[config.mk]
export PLATFORM = sky130hd
export DESIGN_NAME = rdseq_guard
export DESIGN_NICKNAME = d
export VERILOG_FILES = /design/src/rtl/rdseq_pkg.sv /design/src/rtl/rdseq_rst_sync.sv /design/src/rtl/rdseq_match.sv /design/src/rtl/rdseq_track.sv /design/src/rtl/rdseq_flag.sv /design/src/rtl/rdseq_guard.sv
export SDC_FILE = /design/constraint.sdc
export NUM_CORES = 1
export LEC_CHECK = 0
export BUFFER_PORTS_ARGS = -buffer_cell sky130_fd_sc_hd__buf_2
export CORE_MARGIN = 2
export CORE_UTILIZATION = 34
export CTS_BUF_LIST = sky130_fd_sc_hd__clkbuf_16
export DETAILED_ROUTE_END_ITERATION = 8
export HOLD_SLACK_MARGIN = 0.03
export PLACE_DENSITY = 0.64
export SLEW_MARGIN = 20
export SYNTH_ARGS = -nofsm -noshare
export SYNTH_HDL_FRONTEND = slang
export SYNTH_HIERARCHICAL = 1
export SYNTH_SLANG_ARGS = --single-unit
[constraint.sdc]
create_clock -name clk -period 0.8 [get_ports clk]
set_clock_uncertainty 0.15 [all_clocks]
set_input_delay 0.12 -clock clk [delete_from_list [all_inputs] [get_ports clk]]
set_output_delay 0.12 -clock clk [all_outputs]
set_load 0.005 [all_outputs]
[src/rtl/rdseq_pkg.sv]
package rdseq_pkg;
  localparam int unsigned SEQ_LEN = 7;
  localparam int unsigned KEYS    = SEQ_LEN + 1;
  localparam int unsigned STEP_W  = $clog2(SEQ_LEN);
  localparam int unsigned LAST    = SEQ_LEN - 1;

  typedef logic [STEP_W-1:0] step_t;

  // Key list: indices 0..LAST-1 are the shared prefix,
  // LAST is the clearing finish, LAST+1 the setting finish.
  function automatic logic [15:0] key_addr(input int unsigned idx);
    case (idx)
      0:       key_addr = 16'h1823;
      1:       key_addr = 16'h1820;
      2:       key_addr = 16'h1822;
      3:       key_addr = 16'h0418;
      4:       key_addr = 16'h041B;
      5:       key_addr = 16'h0419;
      6:       key_addr = 16'h041A;
      default: key_addr = 16'h040A;
    endcase
  endfunction
endpackage

[src/rtl/rdseq_rst_sync.sv]
module rdseq_rst_sync #(
  parameter int unsigned STAGES = 2
) (
  input  logic clk,
  input  logic rst_n,
  output logic rst_n_sync
);
  logic [STAGES-1:0] sync_q;

  always_ff @(posedge clk or negedge rst_n) begin
    if (!rst_n) sync_q <= '0;
    else        sync_q <= {sync_q[STAGES-2:0], 1'b1};
  end

  assign rst_n_sync = sync_q[STAGES-1];
endmodule

[src/rtl/rdseq_match.sv]
module rdseq_match
  import rdseq_pkg::*;
#(
  parameter int unsigned ADDR_W    = 16,
  parameter int unsigned HI_IGNORE = 3
) (
  input  logic [ADDR_W-1:0] addr,
  input  step_t             step,
  output logic              hit_step,
  output logic              hit_first,
  output logic              hit_clear,
  output logic              hit_set
);
  localparam int unsigned CMP_W = ADDR_W - HI_IGNORE;
  localparam logic [ADDR_W-1:0] CMP_MASK = {{HI_IGNORE{1'b0}}, {CMP_W{1'b1}}};

  logic [KEYS-1:0] key_hit;

  for (genvar g = 0; g < KEYS; g++) begin : g_key
    localparam logic [ADDR_W-1:0] KEY = ADDR_W'(key_addr(g));
    assign key_hit[g] = ((addr ^ KEY) & CMP_MASK) == '0;
  end

  always_comb begin
    hit_step = 1'b0;
    for (int i = 0; i < LAST; i++) begin
      if (step == step_t'(i)) hit_step = key_hit[i];
    end
  end

  assign hit_first = key_hit[0];
  assign hit_clear = key_hit[LAST];
  assign hit_set   = key_hit[LAST+1];
endmodule

[src/rtl/rdseq_track.sv]
module rdseq_track
  import rdseq_pkg::*;
(
  input  logic  clk,
  input  logic  rst_n,
  input  logic  rd_pulse,
  input  logic  wr_pulse,
  input  logic  hit_step,
  input  logic  hit_first,
  input  logic  hit_clear,
  input  logic  hit_set,
  output step_t step,
  output logic  done_clear,
  output logic  done_set
);
  step_t step_q, step_d;
  logic  step_en;

  always_comb begin
    step_d     = step_q;
    done_clear = 1'b0;
    done_set   = 1'b0;
    if (wr_pulse) begin
      step_d = '0;
    end else if (rd_pulse) begin
      if (step_q == step_t'(LAST)) begin
        if (hit_clear) begin
          done_clear = 1'b1;
          step_d     = '0;
        end else if (hit_set) begin
          done_set = 1'b1;
          step_d   = '0;
        end else begin
          step_d = hit_first ? step_t'(1) : '0;
        end
      end else if (hit_step) begin
        step_d = step_q + step_t'(1);
      end else begin
        step_d = hit_first ? step_t'(1) : '0;
      end
    end
  end

  assign step_en = rd_pulse | wr_pulse;

  always_ff @(posedge clk or negedge rst_n) begin
    if (!rst_n)       step_q <= '0;
    else if (step_en) step_q <= step_d;
  end

  assign step = step_q;
endmodule

[src/rtl/rdseq_flag.sv]
module rdseq_flag (
  input  logic clk,
  input  logic rst_n,
  input  logic done_clear,
  input  logic done_set,
  output logic flag
);
  logic flag_q, flag_d, flag_en;

  assign flag_en = done_clear | done_set;

  always_comb begin
    flag_d = flag_q;
    if (done_clear)    flag_d = 1'b0;
    else if (done_set) flag_d = 1'b1;
  end

  always_ff @(posedge clk or negedge rst_n) begin
    if (!rst_n)       flag_q <= 1'b1;
    else if (flag_en) flag_q <= flag_d;
  end

  assign flag = flag_q;
endmodule

[src/rtl/rdseq_guard.sv]
module rdseq_guard
  import rdseq_pkg::*;
#(
  parameter int unsigned ADDR_W    = 16,
  parameter int unsigned HI_IGNORE = 3,
  parameter int unsigned SYNC_STG  = 2
) (
  input  logic              clk,
  input  logic              rst_n,
  input  logic              rd_pulse,
  input  logic              wr_pulse,
  input  logic [ADDR_W-1:0] addr,
  output logic              prot_flag,
  output logic [STEP_W-1:0] seq_step
);
  logic  rst_n_int;
  step_t step;
  logic  hit_step, hit_first, hit_clear, hit_set;
  logic  done_clear, done_set;

  rdseq_rst_sync #(.STAGES(SYNC_STG)) u_rst (
    .clk(clk), .rst_n(rst_n), .rst_n_sync(rst_n_int)
  );

  rdseq_match #(.ADDR_W(ADDR_W), .HI_IGNORE(HI_IGNORE)) u_match (
    .addr(addr), .step(step),
    .hit_step(hit_step), .hit_first(hit_first),
    .hit_clear(hit_clear), .hit_set(hit_set)
  );

  rdseq_track u_track (
    .clk(clk), .rst_n(rst_n_int),
    .rd_pulse(rd_pulse), .wr_pulse(wr_pulse),
    .hit_step(hit_step), .hit_first(hit_first),
    .hit_clear(hit_clear), .hit_set(hit_set),
    .step(step), .done_clear(done_clear), .done_set(done_set)
  );

  rdseq_flag u_flag (
    .clk(clk), .rst_n(rst_n_int),
    .done_clear(done_clear), .done_set(done_set), .flag(prot_flag)
  );

  assign seq_step = step;
endmodule

# After elaboration in Yosys (flattened, before gate mapping)
# Cells that the tools add are included.
[totals]
reg_bits = 6
in_bits = 20
out_inout_bits = 4
elab_cells = 57
[classes]
add_sub_neg = 1
eq_ne = 6
mux = 24
n_bitwise = 10
n_reduce_logical = 13
[ops]
columns = ["cell", "n"]
rows = [
  ["16-bit zero test", 8],
  ["1-bit two-way mux", 18],
  ["3-bit two-way mux", 6],
  ["4-bit inverter", 3],
  ["5-bit inverter", 2],
  ["3-bit equality test (second input constant)", 3],
  ["3-bit inverter", 3],
  ["3-bit by 2-bit equality test with 1-bit output (second input constant)", 2],
  ["2-bit AND reduction", 2],
  ["2-bit nonzero test", 2],
  ["3-bit by 1-bit adder with 3-bit output (second input constant)", 1],
  ["3-bit by 1-bit equality test with 1-bit output (second input constant)", 1],
  ["3-bit zero test", 1],
  ["1-bit OR", 2],
]

# Logic depth before layout (Yosys ltp)
[logic_depth]
ltp_word = 12
depth_mapped = 7
mapped_depth_nobuf = 7

# Cells and area by module
# The synthesis kept the hierarchy.
[modules_own_cells]
columns = ["mod", "n_inst", "cells_per_inst", "area_each_um2", "seq_area_each_um2"]
rows = [
  ["rdseq_track", 1, 24, 211.5, 75.1],
  ["rdseq_match", 1, 24, 167.7, 0.0],
  ["rdseq_rst_sync", 1, 3, 53.8, 50.0],
  ["rdseq_flag", 1, 2, 36.3, 26.3],
]

# Worst setup path before layout
# Ideal clock, no wire load.
[synth_timing]
path_type = "input port to flip-flop"
from = "input addr[6]"
to = "register u_track.step_q[0] (netlist: u_track/step[0])"
setup_ns = 0.099
arrival_ns = 1.594
required_ns = 0.551
path_slack_ns = -1.044
path_stages = 6
path_buffers = 0
path_cell_list = "or4_4 nor2_4 nand2_2 nor2_1 or4b_1 a311oi_1"
[synth_between]
elab_chain_cells = 11
elab_cells_between_ends = 21
cone_classes = "mux: 13; reduce/logical: 8"
[synth_rtl]
columns = ["item", "line_no", "rtl"]
rows = [
  ["start, declared", "rdseq_guard.sv:12", "input logic [ADDR_W-1:0] addr,"],
  ["16-bit zero test *", "rdseq_match.sv:21", "assign key_hit[g] = ((addr ^ KEY) & CMP_MASK) == '0;"],
  ["named net hit_first", "rdseq_guard.sv:18", "logic hit_step, hit_first, hit_clear, hit_set;"],
  ["1-bit two-way mux (6 in a row)", "rdseq_match.sv:27", "if (step == step_t'(i)) hit_step = key_hit[i];"],
  ["3-bit two-way mux", "rdseq_track.sv:36", "end else if (hit_step) begin"],
  ["3-bit two-way mux *", "rdseq_track.sv:26", "if (step_q == step_t'(LAST)) begin"],
  ["3-bit two-way mux *", "rdseq_track.sv:25", "end else if (rd_pulse) begin"],
  ["3-bit two-way mux *", "rdseq_track.sv:23", "if (wr_pulse) begin"],
  ["end signal, assigned", "rdseq_track.sv:48", "else if (step_en) step_q <= step_d;"],
  ["end, declared", "rdseq_track.sv:16", "step_t step_q, step_d;"],
]
# Mark *: on every way through the listed nets, which the timed path passes. The rest lies on a longest branch. The select of a mux whose other input is x is not followed.
# A chain may end at the register's enable or synchronous reset.

# Final worst setup path
[layout_timing]
from = "register u_track.step_q[1] (netlist: u_track/step[1])"
to = "register u_track.step_q[0] (netlist: u_track/step[0])"
[layout_between]
elab_chain_cells = 11
elab_cells_between_ends = 17
cone_classes = "eq/ne: 6; mux: 10; reduce/logical: 1"
[layout_rtl]
columns = ["item", "line_no"]
rows = [
  ["3-bit zero test", "rdseq_match.sv:27"],
  ["1-bit two-way mux (5 in a row)", "rdseq_match.sv:27"],
  ["1-bit two-way mux *", "rdseq_match.sv:27"],
  ["named net hit_step", "rdseq_guard.sv:18"],
  ["3-bit two-way mux *", "rdseq_track.sv:36"],
  ["3-bit two-way mux *", "rdseq_track.sv:26"],
  ["3-bit two-way mux *", "rdseq_track.sv:25"],
  ["3-bit two-way mux *", "rdseq_track.sv:23"],
]
# Marked as above.

==> impl_summary.txt <==
----------------------------------------------------
[Outcome]
  Run status ... finished, violations left
  Violated checks ... negative hold slack, negative setup slack

[Synthesis]
  Number of distinct library cells after synthesis ... 29
  Net count of the mapped netlist ... 75
  Sequential cell area fraction in the yosys report ... 32.3%
  Summed instance area of the synthesized netlist ... 469 sq um
  Warnings, synthesis ... 6
  Gate Count Post-Synth ... 53
  Avg Synthesized Cell Area ... between 8 and 9 sq um
  #FFs+latches synth ... 6

[Critical path]
  CP Launch Type ... flop
  Critical Path AT ... 1.80 ns
  Worst setup path class ... flop to flop
  Data required time at the worst endpoint ... 0.73 ns
  Largest stage delay on the critical path ... ~0.44 ns
  CP endpoint kind ... flop
  CP max-delay cell ... sky130_fd_sc_hd__dfrtp_2
  Critical path's top delay family ... compound AO/OA/AOI/OAI gates
  Maximum fanout along the worst path ... 6
  Buf/Inv on CP ... 0
  Cell-by-cell trace of the critical path ... and3b_2, o21ai_2, a211oi_2, o21a_1, nand2_1, o211ai_1, a311oi_2

[Run]
  Reported max-cap violation count ... 0

[CTS]
  CTS root buf ... sky130_fd_sc_hd__clkbuf_16
  Clock tree from TritonCTS ... yes
  Number of buffers between clock root and the deepest sink ... 2
  Number of hold buffers added after cts ... 1
  Worst-Skew Late Latency ... approximately 0.22 ns
  Clock input transition at the sequential cells of the worst setup and hold paths ... ~0.030 ns
  Clock Sink Count ... 6
  CTS H-tree lvls ... 1
  Number of CTS-inserted buffers ... 3

[Floorplanning]
  Chip height ... 41.2 um
  Top Ports ... 24
  Initial core utilization ... 36.1%
  X dimension of the die ... 41.2 um
  Floorplan die area ... 1690 sq um
  Area of the core region ... between 1000 and 1500 sq um
  Num rows ... 13

[GRT]
  Remaining global-route overflow ... 0
  Initial antenna violation count ... 0
  GRT Overall Usage ... 17.4%
  Global-route wire length before repair ... ~1900 um
  Maximum number of pins on one net before global-route repair ... 7
  Vias in the first global route ... about 500

[Placement]
  Detailed-placement wirelength estimate ... ~940 um
  Final weighted congestion in routability-driven placement ... just under 0.8
  Number of I/O port buffers ... 20
  Placed inst area ... 704 sq um

[Drt]
  Routed wire length per instance ... 13.1 um
  Via/cell ratio ... ~5.1
  Total number of vias ... between 500 and 600
  Remaining routing DRC violations ... 0
  Number of optimization iterations in the first detailed-route pass ... 4
  Post-Route M1 WL ... 579 um
  Remaining antenna violation count after routing ... 0
  Number of violations reported at the end of detailed-routing iteration 0 ... 6
  Met3 layer wire length in the routed design ... about 70 um
  Uppermost layer routed ... met3
  Final routed wirelength across all metal layers ... 1440 um
  Detailed-routed wire length on met2 ... about 790 um

[Timing]
  Min setup slack post-route ... -1.07 ns
  Number of pins with negative max-slew slack in the final report ... 0
  Peak Freq ... 0.536 GHz
  Final Hold Vio Count ... 3
  Final hold slack ... -0.0976 ns
  RSZ-0062 raised after global routing ... true
  Final Critical Period ... between 1.5 and 2 ns
  Final setup violation count ... 8
  Final critical-path share of the clock period ... 233%

[Finish]
  Finished layout cell area ... ~900 sq um
  Layout overhead on the synthesized area ... 94.7%
  Share of post-route cells with drive strength above 1 ... ~69%
  Final-stage net count ... about 120
  Ant diodes ... 0
  Post-route core utilization ... a little over two thirds

[Hold path]
  Tightest Hold Check Type ... flop to asynchronous set/reset pin

[Pwr]
  Power density of the placed cells ... about 1400 nW/um^2
  Maximum ir drop on the vdd rail ... between 1500 and 2000 uV
  Leak pwr ... 0.400 nW
  Total power ... approximately 1.3 mW

----------------------------------------------------
[logic make-up after synthesis]
group	after synthesis	synth area share (%)
and+or+nand+nor	29	41.9
other	1	0.799
adders and majority gates	2	5.33
AOI/OAI and AO/OA	10	14.7
DFF	6	32.3
xor gates and xnor gates	1	1.87
buffers and inverters	4	3.20
[what timing repair did]
item                                   CTS  global route
gates resized for setup                  5            19
setup endpoints to repair                8             8
endpoints found under the hold margin    5             3
pin swaps                                2             4
buffers inserted                         2             1
[metal layers]
metal,up-vias,global-route usage (%)
met5,-,0
met4,0,0
met3,0,5.43
met2,16,32.8
met1,261,20.1
li1,281,-
[final timing paths]
path / end / slack, ns / cells past startpoint / from
min in group clk: u_track/step[1] / 0.04 / 3 / wr_pulse
max in group asynchronous: u_rst/sync_q[1] / 0.35 / 2 / rst_n
min: u_track/step[2] / -0.1 / 0 / u_rst/sync_q[1]
min reg2reg: u_track/step[2] / -0.1 / 0 / u_rst/sync_q[1]
max reg2reg: u_track/step[0] / -1.07 / 7 / u_track/step[1]
max: u_track/step[0] / -1.07 / 7 / u_track/step[1]
[cells in the final DEF (no fill, tap or decap), drive strengths merged]
| cell type | Yosys | routed |
|---|---|---|
| nor4b | 2 | 2 |
| xor2 | 1 | 1 |
| clkbuf | 0 | 3 |
| a311oi | 1 | 1 |
| a211oi | 1 | 1 |
| o21ba | 1 | 1 |
| nand4b | 3 | 3 |
| nor3b | 3 | 3 |
| and3b | 1 | 1 |
| nand2 | 6 | 6 |
| o21ai | 2 | 2 |
| buf | 0 | 37 |
| nor2 | 5 | 5 |
| conb | 1 | 1 |
| a22oi | 1 | 1 |
| nor2b | 2 | 2 |
| nor4bb | 1 | 1 |
| nor4 | 2 | 2 |
| a21oi | 2 | 2 |
| dlygate4sd3 | 0 | 1 |
| dfstp | 1 | 1 |
| dfrtp | 5 | 5 |
| or4 | 1 | 1 |
| or3 | 1 | 1 |
| ha | 2 | 2 |
| or4b | 1 | 1 |
| inv | 4 | 5 |
| o21a | 1 | 1 |
| nand2b | 1 | 1 |
| o211ai | 1 | 1 |
[cell usage after synthesis (all sizes together)]
library cell,n,area share (%)
nor4,2,2.7
nor3b,3,4.8
or3,1,1.6
nand2,6,5.3
ha,2,5.3
nand2b,1,1.3
o21ai,2,2.1
nor2b,2,2.7
or4,1,2.4
nor2,5,5.6
dfrtp,5,27
xor2,1,1.9
a22oi,1,1.6
and3b,1,1.9
a21oi,2,2.1
a211oi,1,1.6
nor4b,2,3.7
or4b,1,2.1
nand4b,3,5.6
inv,4,3.2
a311oi,1,1.9
dfstp,1,5.6
o211ai,1,1.6
nor4bb,1,2.1
o21a,1,1.6
o21ba,1,2.1
conb,1,0.80
[stage by stage]
stage	setup TNS (ns)	worst slack [ns]	cells
floorplan	-3.50	-0.981	53
global placement	-4.50	-1.13	102
detailed placement	-4.48	-1.16	102
CTS	-5.15	-0.975	109
global route	-5.81	-1.15	110
finish	-5.41	-1.07	110
[power breakdown]
part | switching [mW] | internal, mW
Sequential | 0.00845 | 0.314
Clock | 0.158 | 0.647
Combinational | 0.0657 | 0.0954
[registers in the layout, indices dropped and copies added (netlist names)]
| signal | flops |
|---|---|
| u_rst/sync_q | 2 |
| u_track/step | 3 |
| u_flag/flag | 1 |
[area by class of cell]
type                       instances  area, sq um
fill                             112          388
multi-input combinational         43          387
timing repair buffer              38          260
sequential                         6          154
clock buffer                       3         75.1
tap                               15         18.8
inverter                           4         15.0
clock inverter                     1         3.75
Power figures use the tool's default switching activity.
